`src/rtl/intx_pkg.sv`:
```
package intx_pkg;
    typedef enum logic [1:0] {
        ST_OFF    = 2'd0,
        ST_ARMED  = 2'd1,
        ST_RAISED = 2'd2
    } intx_state_e;

    localparam int REG_W   = 4;
    localparam int EN_BIT  = 0;
    localparam int SEL_LO  = 1;
    localparam int SEL_HI  = 2;
    localparam int CLR_BIT = 3;
endpackage

```
`src/rtl/intx_sel_reg.sv`:
```
module intx_sel_reg
    import intx_pkg::*;
#(
    parameter int SEL_W = 2
) (
    input  logic             clk,
    input  logic             rst_n,
    input  logic             reg_we,
    input  logic [REG_W-1:0] reg_wdata,
    output logic [SEL_W-1:0] sel,
    output logic             en_req,
    output logic             dis_req,
    output logic             clr_req
);
    always_ff @(posedge clk) begin
        if (!rst_n) begin
            sel <= '0;
        end else if (reg_we) begin
            sel <= reg_wdata[SEL_LO +: SEL_W];
        end
    end

    always_comb begin
        en_req  = reg_we &&  reg_wdata[EN_BIT];
        dis_req = reg_we && !reg_wdata[EN_BIT];
        clr_req = reg_we &&  reg_wdata[CLR_BIT];
    end
endmodule

```
`src/rtl/intx_pend_fsm.sv`:
```
module intx_pend_fsm
    import intx_pkg::*;
#(
    parameter int LINE_N = 4,
    parameter int SEL_W  = $clog2(LINE_N)
) (
    input  logic              clk,
    input  logic              rst_n,
    input  logic              evt,
    input  logic              en_req,
    input  logic              dis_req,
    input  logic              clr_req,
    input  logic [SEL_W-1:0]  sel,
    output logic              legacy_on,
    output logic              pending,
    output logic [LINE_N-1:0] lines
);
    intx_state_e state_q, state_d;

    always_ff @(posedge clk) begin
        if (!rst_n) state_q <= ST_OFF;
        else        state_q <= state_d;
    end

    always_comb begin
        state_d = state_q;
        unique case (state_q)
            ST_OFF: begin
                if (en_req) state_d = ST_ARMED;            // T_ENABLE
            end
            ST_ARMED: begin
                if (dis_req)  state_d = ST_OFF;            // T_DISABLE
                else if (evt) state_d = ST_RAISED;         // T_FIRE
            end
            ST_RAISED: begin
                if (dis_req)               state_d = ST_OFF;   // T_DISABLE
                else if (clr_req && !evt)  state_d = ST_ARMED; // T_ACK
            end
            default: state_d = ST_OFF;
        endcase
    end

    always_comb begin
        legacy_on = (state_q != ST_OFF);
        pending   = (state_q == ST_RAISED);
    end

    for (genvar i = 0; i < LINE_N; i++) begin : g_line
        assign lines[i] = pending && (sel == SEL_W'(i));
    end
endmodule

```
`src/rtl/intx_msi_gate.sv`:
```
module intx_msi_gate #(
    parameter int VEC_W = 11
) (
    input  logic             clk,
    input  logic             rst_n,
    input  logic             evt,
    input  logic [VEC_W-1:0] evt_vec,
    input  logic             block,
    output logic             req_valid,
    output logic [VEC_W-1:0] req_vec
);
    always_ff @(posedge clk) begin
        if (!rst_n) begin
            req_valid <= 1'b0;
            req_vec   <= '0;
        end else begin
            req_valid <= evt && !block;
            if (evt && !block) req_vec <= evt_vec;
        end
    end
endmodule

```
`src/rtl/intx_pend_ctrl.sv`:
```
module intx_pend_ctrl
    import intx_pkg::*;
#(
    parameter int VEC_W  = 11,
    parameter int LINE_N = 4
) (
    input  logic              clk,
    input  logic              rst_n,
    input  logic              evt_valid,
    input  logic [VEC_W-1:0]  evt_vector,
    input  logic              reg_we,
    input  logic [3:0]        reg_wdata,
    output logic [3:0]        reg_rdata,
    output logic [LINE_N-1:0] intx_wire,
    output logic              msix_valid,
    output logic [VEC_W-1:0]  msix_vector
);
    localparam int SEL_W = $clog2(LINE_N);

    logic [SEL_W-1:0] sel;
    logic en_req, dis_req, clr_req, legacy_on, pending;

    intx_sel_reg #(.SEL_W(SEL_W)) u_sel (
        .clk(clk), .rst_n(rst_n), .reg_we(reg_we), .reg_wdata(reg_wdata),
        .sel(sel), .en_req(en_req), .dis_req(dis_req), .clr_req(clr_req)
    );

    intx_pend_fsm #(.LINE_N(LINE_N), .SEL_W(SEL_W)) u_fsm (
        .clk(clk), .rst_n(rst_n), .evt(evt_valid), .en_req(en_req),
        .dis_req(dis_req), .clr_req(clr_req), .sel(sel),
        .legacy_on(legacy_on), .pending(pending), .lines(intx_wire)
    );

    intx_msi_gate #(.VEC_W(VEC_W)) u_gate (
        .clk(clk), .rst_n(rst_n), .evt(evt_valid), .evt_vec(evt_vector),
        .block(legacy_on), .req_valid(msix_valid), .req_vec(msix_vector)
    );

    always_comb begin
        reg_rdata                       = '0;
        reg_rdata[EN_BIT]               = legacy_on;
        reg_rdata[SEL_LO +: SEL_W]      = sel;
        reg_rdata[CLR_BIT]              = pending;
    end
endmodule

```
`config.mk`:
```
export PLATFORM = sky130hd
export DESIGN_NAME = intx_pend_ctrl
export DESIGN_NICKNAME = d
export VERILOG_FILES = /design/src/rtl/intx_pkg.sv /design/src/rtl/intx_sel_reg.sv /design/src/rtl/intx_pend_fsm.sv /design/src/rtl/intx_msi_gate.sv /design/src/rtl/intx_pend_ctrl.sv
export SDC_FILE = /design/constraint.sdc
export NUM_CORES = 1
export LEC_CHECK = 0
export CORE_AREA = 2 2 39 41
export CTS_BUF_LIST = sky130_fd_sc_hd__clkbuf_4 sky130_fd_sc_hd__clkbuf_8
export CTS_CLUSTER_DIAMETER = 30
export DETAILED_ROUTE_END_ITERATION = 16
export DIE_AREA = 0 0 41 43
export DONT_BUFFER_PORTS = 1
export GPL_ROUTABILITY_DRIVEN = 0
export MAX_ROUTING_LAYER = met4
export PLACE_DENSITY = 0.68
export SYNTH_ARGS = -nofsm -noshare
export SYNTH_HDL_FRONTEND = slang
export SYNTH_SLANG_ARGS = --single-unit
```
`constraint.sdc`:
```
create_clock -name clk -period 1.61 [get_ports clk]
set_input_delay 0.0805 -clock clk [delete_from_list [all_inputs] [get_ports clk]]
set_output_delay 0.0805 -clock clk [all_outputs]
set_load 0.1 [all_outputs]
```
==> results of run 1 <==
## layer usage
| metal | share of wire | vias up | global-route usage |
|---|---|---|---|
| met5 | 0 | - | - |
| met4 | 0.0067 | 0 | 0.100 |
| li1 | - | 298 | - |
| met2 | 0.54 | 20 | 0.347 |
| met3 | 0.053 | 2 | 0.0366 |
| met1 | 0.39 | 272 | 0.217 |
## critical path, stage by stage, from the launching register on
cell           delay [ns]
dfxtp_2              0.40
and3b_2              0.22
o21ai_0              0.16
a21oi_1              0.06
dlygate4sd3_1        0.57
## how the worst max path moves through the flow
stage | slack (ns) | end | from | cells after the start
floorplan | -0.03 | intx_wire[0] | u_fsm.state_q[1] | 2
global placement | 0.40 | intx_wire[0] | u_fsm.state_q[1] | 3
detailed placement | 0.37 | intx_wire[0] | u_fsm.state_q[1] | 3
CTS | 0.04 | intx_wire[0] | u_fsm.state_q[1] | 3
global route | 0.04 | u_fsm.state_q[1] | u_fsm.state_q[1] | 4
finish | 0.10 | u_fsm.state_q[1] | u_fsm.state_q[1] | 4
## placed cells by master (no fill, tap or decap), drive strengths merged, types with 2 or more instances in the layout
| cell | synthesis | layout |
|---|---|---|
| mux2i | 13 | 13 |
| o21ai | 2 | 2 |
| buf | 3 | 20 |
| nor3b | 3 | 3 |
| dlygate4sd3 | 0 | 17 |
| a21oi | 2 | 2 |
| dfxtp | 16 | 16 |
| nor2b | 14 | 14 |
| and3b | 2 | 2 |
| clkbuf | 1 | 4 |
## timing repair
action | CTS | global route
resized for setup | 0 | 3
hold buffers | 17 | 0
setup endpoints to repair | 0 | 4
hold endpoints to repair | 16 | 0
setup buffers | 0 | 0
## registers in the layout, summed over array words and instances, names as in the netlist
name / cells
u_sel.sel: 2
u_fsm.state_q: 2
u_gate.req_vec: 11
u_gate.req_valid: 1
## through the flow
step	area (um2)	setup TNS [ns]
finish	1130	0
global route	1130	0
CTS	1120	0
detailed placement	913	0
global placement	913	0
floorplan	721	-0.0347
## cell families (layout without fill, tap and decap cells)
group	Yosys count	count (layout)
multiplexers	13	13
flip-flops	16	16
AO/OA/AOI/OAI	6	6
AND/OR/NAND/NOR	25	25
buffers and inverters	5	42
## where the power goes
group	internal, uW	switching [uW]
Clock	138	127
Combinational	99.9	235
Sequential	421	20.3
## cell type report
cell class	instances	area share
Inverter	1	0.00333
Multi-Input combinational cell	44	0.330
Timing Repair Buffer	37	0.329
Clock buffer	4	0.0322
Sequential cell	16	0.289
Tap cell	16	0.0178
==> reports/results.txt, run 1 <==
Seq/Total Area, Yosys: 0.460
Final WS setup: 0.103 ns
Inst Count DP: 97
RSZ-0062 raised after global routing: no
Netlist Area Pre-Place: 697 um2
Max Freq: 663 MHz
Largest family of logic cells by synthesized area: simple AND/OR/NAND/NOR gates
Slew @ Worst Pin: 0.516 ns
Top Ports: 39
Wirelength, routed: 1630 um
Yosys top cell area share: 0.460
Area of the multi-input gates: 372 um2
Vias in the first global route: 581
Slew HR: 0.658
FF-to-FF End: u_fsm.state_q[1]
Top cell types by occurrence after synthesis: dfxtp_1, nor2b_1, mux2i_1
Die Y: 43 um
Global-route wire length before repair: 2390 um
Clock sinks: 16
Syn Nets: 84
Synthesized flop and latch total: 16
Hold path endpoint: u_gate.req_vec[8]
CTS Buf Count: 3
Hold Crit Class: in -> reg
Maxcap violations: 0
Global Route Usage Sum: 0.206
P&R area growth vs syn: 61.8%
Final min period: 1.51 ns
Post-Place Worst Slack: 0.371 ns
CTS tree: built
Max clock buf depth: 2
Vias: 592
Endpoint class of the critical path: register
Hold Vio Cnt, Final: 0
XOR/XNOR Fraction of Synth Area: 0
Final setup vio count: 0
Site Rows: 14
GRT overflow: 0
Fillers: 82
HP Start: evt_vector[8]
Critical path arrival: 1.68 ns
Status: finished clean
CP Class: reg -> reg
DRT Pass-1 Iters: 4
Main synth FF type: dfxtp_1
Vias/cell: 5.02
Worst vdd ir: 635 uV
Most numerous cell in the Yosys netlist: dfxtp_1
Post-synth EDFFs: 0
Final period util: 0.936
Post-layout util: 0.815
Largest cells by area after synthesis: dfxtp_1, mux2i_1, nor2b_1
Port Buffer Count: 0
Synthesized-area fraction occupied by and/or/nand/nor cells: 0.255
Largest net degree at the start of global routing: 16
Core footprint: 1380 um2
Initial DRC Count: 3
Storage element area: 325 um2
Final std cells w/o fill: 118
DR WL/cell: 13.8 um
Slew Limit Fails: 0
Root Buffer: clkbuf_4
Area leader, netlist: dfxtp_1
Crit path launch type: register
Synth Area in Compound Gates: 0.0503
Drt drc: 0
Ant diodes: 0
Synth Area in Adders: 0
Power Dens Cells: 924 nW/um2
H-tree Lvls: 1
Final ANT Viol Nets: 0
Worst EP required: 1.78 ns
WHS: 0.00972 ns
Initial Util: 0.504
Worst-skew pair later-pin latency: 0.28 ns
Clock Skew: 0.00183 ns
Flop2flop setup slack: 0.10 ns
Clock transition at the registers of the reported paths: 0.10 ns
HPWL Detailed: 1020 um
DIE WIDTH: 41 um
Yosys cell types: 21
Worst r2r src: u_fsm.state_q[1]
Gate Count Post-Synth: 65
Fin nets: 122
Ys async rst share: 0
Design Power: 1040 uW
Syn Area/Cell: 10.7 um2
Share of cells above drive strength 1: 0.363
Reg2Reg Depth: 4
Mux cell area share after synthesis: 0.187
Yosys Warn Count: 0
LEAKAGE: 0.000494 uW
Die area: 1760 um2
CP Max Fanout: 6
Min-Delay Path Depth: 2
Initial antenna violation count: 0
Note: power is estimated with default switching activity, not from simulation.
==> inputs of run 2 (changes only) <==
--- a/config.mk
+++ b/config.mk
@@ -13,7 +13,7 @@
 export DONT_BUFFER_PORTS = 1
 export GPL_ROUTABILITY_DRIVEN = 0
 export MAX_ROUTING_LAYER = met4
-export PLACE_DENSITY = 0.68
+export PLACE_DENSITY = 0.71
 export SYNTH_ARGS = -nofsm -noshare
 export SYNTH_HDL_FRONTEND = slang
 export SYNTH_SLANG_ARGS = --single-unit
==> constraint.sdc (replaced) <==
create_clock -name clk -period 1.3 [get_ports clk]
set_input_delay 0.065 -clock clk [delete_from_list [all_inputs] [get_ports clk]]
set_output_delay 0.065 -clock clk [all_outputs]
set_load 0.1 [all_outputs]
==> reports/results.txt, run 2 (synthesis gave the netlist of run 1 again) <==
Final setup vio count: 1 (+1)
Worst vdd ir: 850 uV (+34%)
Final min period: 1.33 ns
Root Buffer: clkbuf_4
Clock sinks: 16 (unchanged)
H-tree Lvls: 1 (unchanged)
CP Class: reg -> out
CTS tree: built
CP Max Fanout: 7 (+1)
Core footprint: 1380 um2 (unchanged)
Status: finished, violations left
Max Freq: 752 MHz
Top Ports: 39 (unchanged)
Most frequent cells in the layout: buf_4, dlygate4sd3_1, mux2i_1, nor2b_1, dfxtp_1
Global-route wire length before repair: 2560 um (+7.2%)
DRT Pass-1 Iters: 2 (-2)
Hold Crit Class: in -> reg
Vias: 588 (-0.68%)
Largest net degree at the start of global routing: 17 (+1)
HP Start: evt_vector[3]
Site Rows: 14 (unchanged)
Final std cells w/o fill: 121 (+2.5%)
Fillers: 85 (+3.7%)
Endpoint class of the critical path: output port
Wirelength, routed: 1560 um (-4.0%)
P&R area growth vs syn: 67.1%
Hold Vio Cnt, Final: 0 (unchanged)
Drt drc: 0 (unchanged)
Power Dens Cells: 1080 nW/um2 (+17%)
Largest Register: u_gate.req_vec
Worst EP required: 1.24 ns (-0.54 ns)
Initial DRC Count: 4 (+1)
Vias in the first global route: 637 (+9.6%)
Max clock buf depth: 2 (unchanged)
Fin nets: 125 (+2.5%)
Critical path arrival: 1.27 ns (-0.41 ns)
Maxcap violations: 0 (unchanged)
Slew @ Worst Pin: 0.518 ns (+0.00134 ns)
RSZ-0062 raised after global routing: yes
Leading cell type in the layout, fill and taps excluded: buf_4
Die Y: 43 um (unchanged)
Worst-skew pair later-pin latency: 0.28 ns (about the same)
Final setup TNS: -0.0301 ns (-0.0301 ns)
Clock Skew: 0.0104 ns (+0.00852 ns)
Slew HR: 0.657 (-0.000889)
Design Power: 1260 uW (+21%)
Final ANT Viol Nets: 0 (unchanged)
Worst r2r src: u_fsm.state_q[1]
Crit path launch type: register
Initial antenna violation count: 0 (unchanged)
Cell Area, Placed: 941 um2 (+3.0%)
Global Route Usage Sum: 0.214 (+0.00729)
DR WL/cell: 12.9 um (-6.4%)
CTS Buf Count: 3 (unchanged)
Failing checks: negative setup slack
Share of cells above drive strength 1: 0.390 (+0.0277)
HPWL Detailed: 1030 um (+0.95%)
Design Area, Final: 1160 um2 (+3.3%)
DIE WIDTH: 41 um (unchanged)
Final period util: 1.02
Inst Count DP: 97 (unchanged)
LEAKAGE: 0.000513 uW (+3.7%)
Slew Limit Fails: 0 (unchanged)
Die area: 1760 um2 (unchanged)
Port Buffer Count: 0 (unchanged)
Number of flip-flops in the largest register: 11 (unchanged)
Clock transition at the registers of the reported paths: 0.08 ns (-0.02 ns)
Vias/cell: 4.86 (-3.1%)
Initial Util: 0.504 (unchanged)
CP startpoint: u_fsm.state_q[0]
Final WS setup: -0.0301 ns (-0.133 ns)
Ant diodes: 0 (unchanged)
GRT overflow: 0 (unchanged)
Top Registers: u_gate.req_vec x11, u_fsm.state_q x2, u_sel.sel x2
[run 2: changes by cell type in the layout (fill, tap and decap cells not counted), sizes merged]
cell         delta
buf             +4
dlygate4sd3     -1
[run 2: final cells by class]
cell class,instances,area (um2),share of cell area
timing repair buffer,40,407,0.349
multi-input combinational,44,372,0.319
sequential,16,333,0.286
clock buffer,4,30.0,0.0258
tap,16,20.0,0.0172
inverter,1,3.75,0.00322
[run 2: per-stage QoR]
step,util,hold slack (ns),setup slack (ns)
2_1_floorplan,-,0.145,-0.147
6_report,0.842,0.00195,-0.0301
4_1_cts,0.839,0.00299,-0.0313
3_5_place_dp,0.680,0.149,0.142
5_1_grt,0.842,0.00542,-0.0744
3_3_place_gp,0.680,0.147,0.191
[run 2: power by group]
part,total [uW],switching (uW),internal [uW]
Clock,289,149,140
Sequential,543,24.9,518
Combinational,427,294,133
[run 2: final timing paths]
| kind | end | slack, ns | cells past startpoint |
|---|---|---|---|
| setup / recovery | intx_wire[0] | -0.03 | 3 |
| hold / removal | u_gate.req_vec[3] | 0.002 | 2 |
| setup reg to reg | u_gate.req_vec[3] | 0.05 | 5 |
| hold reg to reg | u_gate.req_vec[9] | 0.53 | 2 |
[run 2: what timing repair did]
item                                    4_1_cts  5_1_grt
hold buffers                                 16        0
buffers inserted                              4        0
endpoints found under the setup margin        4        8
endpoints found under the hold margin        16        0
gates resized for setup                       0        1
[run 2: metal layers]
layer,routed length [um],global-route usage,vias to the layer above
met5,0,-,-
met4,0,0.0600,0
met3,98,0.0471,0
met2,807,0.353,21
met1,658,0.247,267
li1,-,-,300
[run 2: worst max-delay path: stages, from the launching register on]
cell and delay (ns):
dfxtp_2 0.38, nor2b_4 0.17, nor3b_4 0.24, buf_12 0.20
